**config.mk**
```make
export PLATFORM = sky130hd
export DESIGN_NAME = subset_exec_unit
export DESIGN_NICKNAME = d
export VERILOG_FILES = /design/src/rtl/subset_exec_pkg.sv /design/src/rtl/subset_field_split.sv /design/src/rtl/subset_decoder.sv /design/src/rtl/subset_adder.sv /design/src/rtl/subset_exec_unit.sv
export SDC_FILE = /design/constraint.sdc
export NUM_CORES = 1
export LEC_CHECK = 0
export BUFFER_PORTS_ARGS = -buffer_cell sky130_fd_sc_hd__buf_2
export CORE_MARGIN = 2
export CORE_UTILIZATION = 45
export DETAILED_ROUTE_END_ITERATION = 10
export GPL_ROUTABILITY_DRIVEN = 0
export PLACE_DENSITY = 0.8
export SLEW_MARGIN = 10
export SYNTH_ARGS = -nofsm -noshare
export SYNTH_HDL_FRONTEND = slang
export SYNTH_SLANG_ARGS = --single-unit
```
**constraint.sdc**
```tcl
create_clock -name vclk -period 5.8
set_clock_uncertainty 0.2 [all_clocks]
set_input_delay 0.58 -clock vclk [all_inputs]
set_output_delay 0.58 -clock vclk [all_outputs]
set_load 0.05 [all_outputs]
```
**src/rtl/subset_exec_pkg.sv**
```systemverilog
package subset_exec_pkg;

  localparam int INSTR_W  = 32;
  localparam int OPC_W    = 6;
  localparam int FUNCT_W  = 6;
  localparam int REGIX_W  = 5;
  localparam int SHIFT_W  = 5;
  localparam int IMM_W    = 16;

  // Bit positions of the instruction fields (high end of each field).
  localparam int OPC_HI   = 31;
  localparam int RS_HI    = 25;
  localparam int RT_HI    = 20;
  localparam int RD_HI    = 15;
  localparam int SHIFT_HI = 10;
  localparam int FUNCT_HI = 5;

  localparam logic [OPC_W-1:0]   OPC_REG    = 6'd0;
  localparam logic [OPC_W-1:0]   OPC_LDW    = 6'd35;
  localparam logic [OPC_W-1:0]   OPC_STW    = 6'd43;
  localparam logic [OPC_W-1:0]   OPC_LDB    = 6'd32;
  localparam logic [OPC_W-1:0]   OPC_STB    = 6'd40;
  localparam logic [FUNCT_W-1:0] FN_SUM     = 6'd32;
  localparam logic [FUNCT_W-1:0] FN_DIFF    = 6'd34;

  typedef enum logic [1:0] {
    DST_NONE = 2'd0,
    DST_RD   = 2'd1,
    DST_RT   = 2'd2
  } dst_sel_e;

  typedef struct packed {
    logic     reg_we;
    logic     mem_rd;
    logic     mem_wr;
    logic     mem_byte;
    logic     use_imm;
    logic     negate;
    dst_sel_e dst_sel;
    logic     illegal;
  } ctrl_t;

endpackage

```
**src/rtl/subset_field_split.sv**
```systemverilog
module subset_field_split
  import subset_exec_pkg::*;
#(
  parameter int DATA_W = 32
) (
  input  logic [INSTR_W-1:0] instr_i,
  output logic [OPC_W-1:0]   opc_o,
  output logic [REGIX_W-1:0] rs_o,
  output logic [REGIX_W-1:0] rt_o,
  output logic [REGIX_W-1:0] rd_o,
  output logic [SHIFT_W-1:0] shift_o,
  output logic [FUNCT_W-1:0] funct_o,
  output logic [DATA_W-1:0]  imm_ext_o
);

  localparam int EXT_W = DATA_W - IMM_W;

  assign opc_o   = instr_i[OPC_HI   -: OPC_W];
  assign rs_o    = instr_i[RS_HI    -: REGIX_W];
  assign rt_o    = instr_i[RT_HI    -: REGIX_W];
  assign rd_o    = instr_i[RD_HI    -: REGIX_W];
  assign shift_o = instr_i[SHIFT_HI -: SHIFT_W];
  assign funct_o = instr_i[FUNCT_HI -: FUNCT_W];

  generate
    if (EXT_W > 0) begin : g_sext
      assign imm_ext_o = {{EXT_W{instr_i[IMM_W-1]}}, instr_i[IMM_W-1:0]};
    end else begin : g_trunc
      assign imm_ext_o = instr_i[DATA_W-1:0];
    end
  endgenerate

endmodule

```
**src/rtl/subset_decoder.sv**
```systemverilog
module subset_decoder
  import subset_exec_pkg::*;
(
  input  logic [OPC_W-1:0]   opc_i,
  input  logic [SHIFT_W-1:0] shift_i,
  input  logic [FUNCT_W-1:0] funct_i,
  output ctrl_t              ctrl_o
);

  always_comb begin
    ctrl_o = '{reg_we: 1'b0, mem_rd: 1'b0, mem_wr: 1'b0, mem_byte: 1'b0,
               use_imm: 1'b0, negate: 1'b0, dst_sel: DST_NONE, illegal: 1'b1};
    unique case (opc_i)
      OPC_REG: begin
        if (shift_i == '0 && (funct_i == FN_SUM || funct_i == FN_DIFF)) begin
          ctrl_o.illegal = 1'b0;
          ctrl_o.reg_we  = 1'b1;
          ctrl_o.dst_sel = DST_RD;
          ctrl_o.negate  = (funct_i == FN_DIFF);
        end
      end
      OPC_LDW, OPC_LDB: begin
        ctrl_o.illegal  = 1'b0;
        ctrl_o.reg_we   = 1'b1;
        ctrl_o.mem_rd   = 1'b1;
        ctrl_o.use_imm  = 1'b1;
        ctrl_o.dst_sel  = DST_RT;
        ctrl_o.mem_byte = (opc_i == OPC_LDB);
      end
      OPC_STW, OPC_STB: begin
        ctrl_o.illegal  = 1'b0;
        ctrl_o.mem_wr   = 1'b1;
        ctrl_o.use_imm  = 1'b1;
        ctrl_o.mem_byte = (opc_i == OPC_STB);
      end
      default: ;
    endcase
  end

endmodule

```
**src/rtl/subset_adder.sv**
```systemverilog
module subset_adder #(
  parameter int DATA_W = 32
) (
  input  logic [DATA_W-1:0] a_i,
  input  logic [DATA_W-1:0] b_i,
  input  logic              negate_i,
  output logic [DATA_W-1:0] sum_o
);

  logic [DATA_W-1:0] b_eff;

  // Subtraction as a + ~b + 1; the carry out is dropped, so both wrap.
  assign b_eff = b_i ^ {DATA_W{negate_i}};
  assign sum_o = a_i + b_eff + {{(DATA_W-1){1'b0}}, negate_i};

endmodule

```
**src/rtl/subset_exec_unit.sv**
```systemverilog
module subset_exec_unit
  import subset_exec_pkg::*;
#(
  parameter int DATA_W = 32
) (
  input  logic [INSTR_W-1:0] instr_i,
  input  logic [DATA_W-1:0]  rs_val_i,
  input  logic [DATA_W-1:0]  rt_val_i,
  output logic [REGIX_W-1:0] rs_idx_o,
  output logic [REGIX_W-1:0] rt_idx_o,
  output logic [REGIX_W-1:0] wr_idx_o,
  output logic               reg_we_o,
  output logic               mem_rd_o,
  output logic               mem_wr_o,
  output logic               mem_byte_o,
  output logic [DATA_W-1:0]  result_o,
  output logic               illegal_o
);

  logic [OPC_W-1:0]   opc;
  logic [REGIX_W-1:0] rd;
  logic [SHIFT_W-1:0] shift;
  logic [FUNCT_W-1:0] funct;
  logic [DATA_W-1:0]  imm_ext;
  logic [DATA_W-1:0]  opb;
  logic [DATA_W-1:0]  sum;
  ctrl_t              ctrl;

  subset_field_split #(.DATA_W(DATA_W)) u_split (
    .instr_i   (instr_i),
    .opc_o     (opc),
    .rs_o      (rs_idx_o),
    .rt_o      (rt_idx_o),
    .rd_o      (rd),
    .shift_o   (shift),
    .funct_o   (funct),
    .imm_ext_o (imm_ext)
  );

  subset_decoder u_dec (
    .opc_i   (opc),
    .shift_i (shift),
    .funct_i (funct),
    .ctrl_o  (ctrl)
  );

  assign opb = ctrl.use_imm ? imm_ext : rt_val_i;

  subset_adder #(.DATA_W(DATA_W)) u_add (
    .a_i      (rs_val_i),
    .b_i      (opb),
    .negate_i (ctrl.negate),
    .sum_o    (sum)
  );

  always_comb begin
    unique case (ctrl.dst_sel)
      DST_RD:  wr_idx_o = rd;
      DST_RT:  wr_idx_o = rt_idx_o;
      default: wr_idx_o = '0;
    endcase
  end

  assign reg_we_o   = ctrl.reg_we;
  assign mem_rd_o   = ctrl.mem_rd;
  assign mem_wr_o   = ctrl.mem_wr;
  assign mem_byte_o = ctrl.mem_byte;
  assign illegal_o  = ctrl.illegal;
  assign result_o   = ctrl.illegal ? '0 : sum;

endmodule

```
==> impl_metrics.py, run 1 <==
metrics = {
    "floorplan": {
        "core.rowCount": 29,
        "initial_utilization": 0.460,
        "fp.dieArea_mm2": 0.00703,
        "core_area_mm2": 0.00624,
        "die_h_um": 83.9,
        "die_w_um": 83.9,
        "io_pins": 148,
    },
    "timing": {
        "slew_headroom": 0.673,
        "finalCritPeriodShare": 0.949,
        "drv_slew": 0,
        "worstMarginPinSlew_ns": 0.490,
        "setup_viol": 0,
        "hold_violations": 0,
        "grt_setup_unrepaired": "no",
        "max_freq_mhz": 182,
        "post-route-min-period_ns": 5.51,
        "tns_ns": 0,
    },
    "placement": {
        "hpwl_um": 7840,
        "io_buffers": 138,
    },
    "power_and_ir_drop": {
        "p_sw_w": 0.000219,
        "p_leak_nw": 1.90,
        "vdd_drop_max_mv": 0.0513,
        "finalPower_w": 0.000366,
        "power_frac_clock": 0,
        "combPwrFrac": 1.000,
        "power.internal_w": 0.000147,
        "p_seq_frac": 0,
        "p_sw_frac": 0.598,
        "pwr_density_cell_mw_per_mm2": 103,
    },
    "final_layout": {
        "ff_latch_area_um2": 0,
        "clock_buffers": 0,
        "num_antenna_cells": 0,
        "nFlopsAndLatches": 0,
        "n_fill_cell": 636,
        "syn_to_final_growth_pct": 23.8,
        "drive_gt1_frac": 0.278,
        "final_net_count": 681,
    },
    "logic_synthesis": {
        "ys_warn_count": 0,
        "synth_area_mm2": 0.00287,
        "netlist_instances": 428,
        "synth.distinct_cells": 54,
        "synth_seq_area_share": 0,
        "syn-num-nets": 564,
        "syn_area_per_cell_um2": 6.71,
    },
    "grt": {
        "grt.overflow.total": 0,
        "grt_antenna_before_repair": 0,
        "grt_first_pass_wirelength_um": 15300,
        "grt_max_degree": 33,
        "grt_use_total": 0.251,
        "grt_pass1_vias": 3428,
    },
    "min_path": {
        "hold_class": "in2out",
    },
    "clocking": {
        "holdBufCountCts": 0,
        "ctsResizeCount": 0,
        "cts_setup_buffers": 0,
    },
    "critical_path": {
        "start_kind": "primary input",
        "path_class": "in2out",
        "crit_fanout": 25,
        "crit_path_end_kind": "output port",
        "cp_data_arrival_time_ns": 4.73,
        "required_ns": 5.02,
    },
    "detailed_routing": {
        "drtAntennaViolNets": 0,
        "drtIter0Drc": 128,
        "wl_um": 9320,
        "drcViolationCount": 0,
        "vias": 3614,
        "drt-vias-per-instance": 5.83,
        "wl_per_cell_um": 15.0,
        "first_pass_iters": 5,
    },
    "flow_run": {
        "maxCapViolCount": 0,
    },
    "run_status": {
        "status": "complete, no violations",
    },
}
## path summary, 6_finish.rpt
check,endpoint,startpoint,cells past startpoint,slack (ns)
max,result_o[30],instr_i[27],17,0.29
min,rs_idx_o[0],instr_i[21],0,0.96
## layer usage
metal / up-vias / share of wire / global-route usage
li1: 1790 / - / -
met1: 1662 / 0.44 / 0.323
met2: 152 / 0.49 / 0.460
met3: 10 / 0.070 / 0.0218
met4: 0 / 0.0084 / 0.0425
met5: - / 0 / 0
## kinds of logic (layout without fill, tap and decap cells)
kind of cell / count (synthesis) / count (layout) / synth area share
AO/OA/AOI/OAI: 135 / 135 / 0.304
XOR/XNOR: 51 / 51 / 0.156
adder cells (fa/ha/maj): 40 / 40 / 0.177
buffers and inverters: 38 / 153 / 0.0632
multiplexers: 14 / 14 / 0.0488
AND/OR/NAND/NOR: 150 / 150 / 0.252
## critical path, stage by stage
cell and delay, ns:
buf_2 0.13, xnor2_1 0.33, nand2_1 0.39, buf_4 0.36, and3_1 0.20, a211o_1 0.28
inv_1 0.09, fa_1 0.20, nand3b_1 0.14, a21oi_1 0.09, o21ai_0 0.30, a211oi_1 0.19
a32o_1 0.34, a21oi_1 0.34, nor2_1 0.09, a311oi_1 0.33, buf_2 0.33
## cell usage after synthesis, drive strengths merged (2+ instances only)
cell type	instances	area, µm²
a21oi	55	279
nor2	49	184
nand2	40	150
xor2	40	350
ha	39	488
a21o	22	166
buf	17	103
mux2i	14	140
o21ai	14	70.1
clkbuf	12	45.0
xnor2	11	96.3
nor3	10	50.1
and3	9	56.3
inv	9	33.8
nand3	9	45.0
nand4	7	43.8
a31oi	6	37.5
o21a	6	45.0
a211o	5	43.8
a22oi	5	37.5
nand2b	4	25.0
nor2b	4	25.0
nor4	3	18.8
nor4b	3	26.3
o211ai	3	22.5
o21bai	3	22.5
a2111oi	2	23.8
a211oi	2	15.0
a221o	2	20.0
a41oi	2	17.5
nand3b	2	15.0
nor3b	2	15.0
o31a	2	18.8
or3b	2	17.5
## power groups by stage
stage	clock network (W)	registers (W)	logic, W
2_1_floorplan	0	0	0.000276
3_3_place_gp	0	0	0.000352
3_5_place_dp	0	0	0.000360
4_1_cts	0	0	0.000362
5_1_grt	0	0	0.000402
6_report	0	0	0.000366
## metrics by stage
step           hold slack [ns]  area [µm²]  cells  setup slack [ns]   util
2_1_floorplan             1.13        2870    428             0.177      -
3_3_place_gp             0.960        3550    620             0.384  0.570
3_5_place_dp             0.960        3550    620             0.347  0.570
4_1_cts                  0.960        3550    620             0.325  0.570
5_1_grt                  0.960        3550    620           0.00591  0.570
6_report                 0.960        3550    620             0.295  0.570
## cell type report
type	count	area, µm²	share of cell area
inverters	9	33.8	0.00950
repair buffers	144	736	0.207
well taps	77	96.3	0.0271
multi-input cells	390	2690	0.756
## cell usage in the layout, fill, tap and decap left out, types with 4 or more instances in the layout
| cell type | instances |
|---|---|
| o21ai_0 | 14 |
| inv_1 | 9 |
| nand2b_1 | 4 |
| xnor2_1 | 11 |
| a21oi_1 | 54 |
| xor2_1 | 40 |
| a22oi_1 | 5 |
| buf_2 | 138 |
| o21a_1 | 6 |
| nor2b_1 | 4 |
| nand2_1 | 40 |
| nor2_1 | 49 |
| a211o_1 | 5 |
| a21o_1 | 21 |
| nor3_1 | 10 |
| ha_1 | 39 |
| buf_4 | 6 |
| mux2i_1 | 14 |
| a31oi_1 | 6 |
| and3_1 | 9 |
| nand4_1 | 7 |
| nand3_1 | 9 |
(Power assumes the default switching activity.)
==> run 2, diff against run 1 <==
Settings changed: CORE_ASPECT_RATIO set to 1.5.
Clock period 5.8 ns to 6.5 ns, I/O delays scaled along.
==> run 2 against run 1 <==
  * Global-route usage is 0.54 points higher
  * Via count down 0.17%
  * Count of clock-buffer cells in the layout unchanged
  * First-iteration DRC count up 140%
  * Worst setup slack better by 0.43 ns
  * Core utilization increased by 0.35 points
  * Die area grew 0.19%
  * Largest cell class unchanged
  * Largest power group unchanged
==> impl_metrics.py, run 2 (synthesis gave the netlist of run 1 again) <==
metrics = {
    "min_path": {
        "hold_end": "rs_idx_o[0]",
        "holdCritStartpoint": "instr_i[21]",
        "holdPathStages": 0,
        "hold_class": "in2out",
    },
    "detailed_routing": {
        "drtIter0Drc": 310,
        "wl_um": 9320,
        "wl_per_cell_um": 15.1,
        "drcViolationCount": 0,
        "vias": 3608,
        "first_pass_iters": 4,
        "drtAntennaViolNets": 0,
        "drt-vias-per-instance": 5.87,
    },
    "power_and_ir_drop": {
        "power_frac_clock": 0,
        "combPwrFrac": 1.000,
        "p_seq_frac": 0,
        "power.internal_w": 0.000131,
        "pwr_density_cell_mw_per_mm2": 92.0,
        "p_sw_frac": 0.598,
        "vdd_drop_max_mv": 0.0482,
        "p_leak_nw": 1.89,
        "p_sw_w": 0.000195,
    },
    "final_layout": {
        "ff_latch_area_um2": 0,
        "num_antenna_cells": 0,
        "drive_gt1_frac": 0.277,
        "final_net_count": 679,
        "clock_buffers": 0,
        "n_fill_cell": 606,
        "layout_common_cells": "138 x buf_2, 54 x a21oi_1, 49 x nor2_1, 40 x xor2_1",
        "stdcell_count": 615,
        "final_common_cell": "buf_2",
        "nFlopsAndLatches": 0,
        "syn_to_final_growth_pct": 23.3,
    },
    "timing": {
        "max_freq_mhz": 173,
        "grt_setup_unrepaired": "no",
        "post-route-min-period_ns": 5.78,
        "setup_slack_ns": 0.722,
        "worstMarginPinSlew_ns": 1.06,
        "finalCritPeriodShare": 0.889,
        "tns_ns": 0,
        "slew_headroom": 0.294,
        "drv_slew": 0,
        "setup_viol": 0,
        "hold_violations": 0,
    },
    "clocking": {
        "cts_setup_buffers": 0,
        "ctsResizeCount": 0,
        "holdBufCountCts": 0,
    },
    "grt": {
        "grt_antenna_before_repair": 0,
        "grt.overflow.total": 0,
        "grt_pass1_vias": 3503,
        "grt_max_degree": 33,
        "grt_first_pass_wirelength_um": 15500,
        "grt_use_total": 0.257,
    },
    "critical_path": {
        "cp_data_arrival_time_ns": 4.93,
        "worst-path-buf-inv": 4,
        "crit_path_end_kind": "output port",
        "crit_cells": 18,
        "start_kind": "primary input",
        "required_ns": 5.65,
        "worstPathCellList": "buf_2 > nor4_1 > and4_1 > nand2_2 > buf_4 > nor2_1 > a211o_1 > inv_1 > fa_1 > nand3b_1 > a21oi_1 > o21ai_0 > a211oi_1 > a32o_1 > a21oi_1 > nor4b_1 > a211o_1 > buf_2",
        "path_class": "in2out",
        "crit_family": "compound AO/OA/AOI/OAI gates",
        "slowest_stage": "a211oi_1",
        "cp_slowest_stage_delay_ns": 0.44,
        "crit_fanout": 20,
    },
    "run_status": {
        "status": "complete, no violations",
    },
    "floorplan": {
        "die_w_um": 69.2,
        "die_h_um": 102,
        "core.rowCount": 35,
        "io_pins": 148,
        "initial_utilization": 0.465,
        "fp.dieArea_mm2": 0.00705,
        "core_area_mm2": 0.00617,
    },
    "placement": {
        "io_buffers": 138,
        "dpl.cell_count": 615,
        "hpwl_um": 7880,
        "post-place-ws_ns": 0.807,
    },
    "flow_run": {
        "maxCapViolCount": 0,
    },
}
## run 2: changes by cell type in the layout (fill, tap and decap cells not counted)
cell / previous run / this run
buf_4: 6 / 4
nand2_1: 40 / 39
nand2_2: 0 / 1
## run 2: layout make-up
class | count | area, µm² | share of cell area
inverters | 9 | 33.8 | 0.00955
repair buffers | 142 | 721 | 0.204
well taps | 74 | 92.6 | 0.0262
multi-input cells | 390 | 2690 | 0.761
## run 2: worst max-delay path by stage
stage | start | to | slack [ns]
after detailed placement | instr_i[29] | result_o[28] | 0.81
final | instr_i[29] | result_o[28] | 0.72
after CTS | instr_i[29] | result_o[28] | 0.78
after global placement | instr_i[27] | result_o[31] | 0.97
after floorplan | instr_i[31] | result_o[27] | 0.74
after global routing | instr_i[31] | result_o[28] | 0.32
## run 2: layer usage
| metal | vias up | track usage | wire (µm) | part of all wire |
|---|---|---|---|---|
| li1 | 1776 | - | - | - |
| met1 | 1648 | 0.285 | 3500 | 0.38 |
| met2 | 158 | 0.502 | 4880 | 0.52 |
| met3 | 26 | 0.0345 | 677 | 0.073 |
| met4 | 0 | 0.0799 | 261 | 0.028 |
| met5 | - | 0 | 0 | 0 |
## run 2: power by group through the flow
stage	sequential, W	combinational [W]	clock [W]
5_1_grt	0	0.000359	0
2_1_floorplan	0	0.000246	0
3_5_place_dp	0	0.000321	0
4_1_cts	0	0.000322	0
6_report	0	0.000325	0
3_3_place_gp	0	0.000315	0
## run 2: per-stage QoR
stage	hold slack (ns)	cell area, µm²	total power (W)	util
after floorplan	1.27	2870	0.000246	-
after global routing	1.10	3540	0.000359	0.573
final	1.10	3540	0.000325	0.573
after CTS	1.10	3540	0.000322	0.573
after detailed placement	1.10	3540	0.000321	0.573
after global placement	1.10	3540	0.000315	0.573
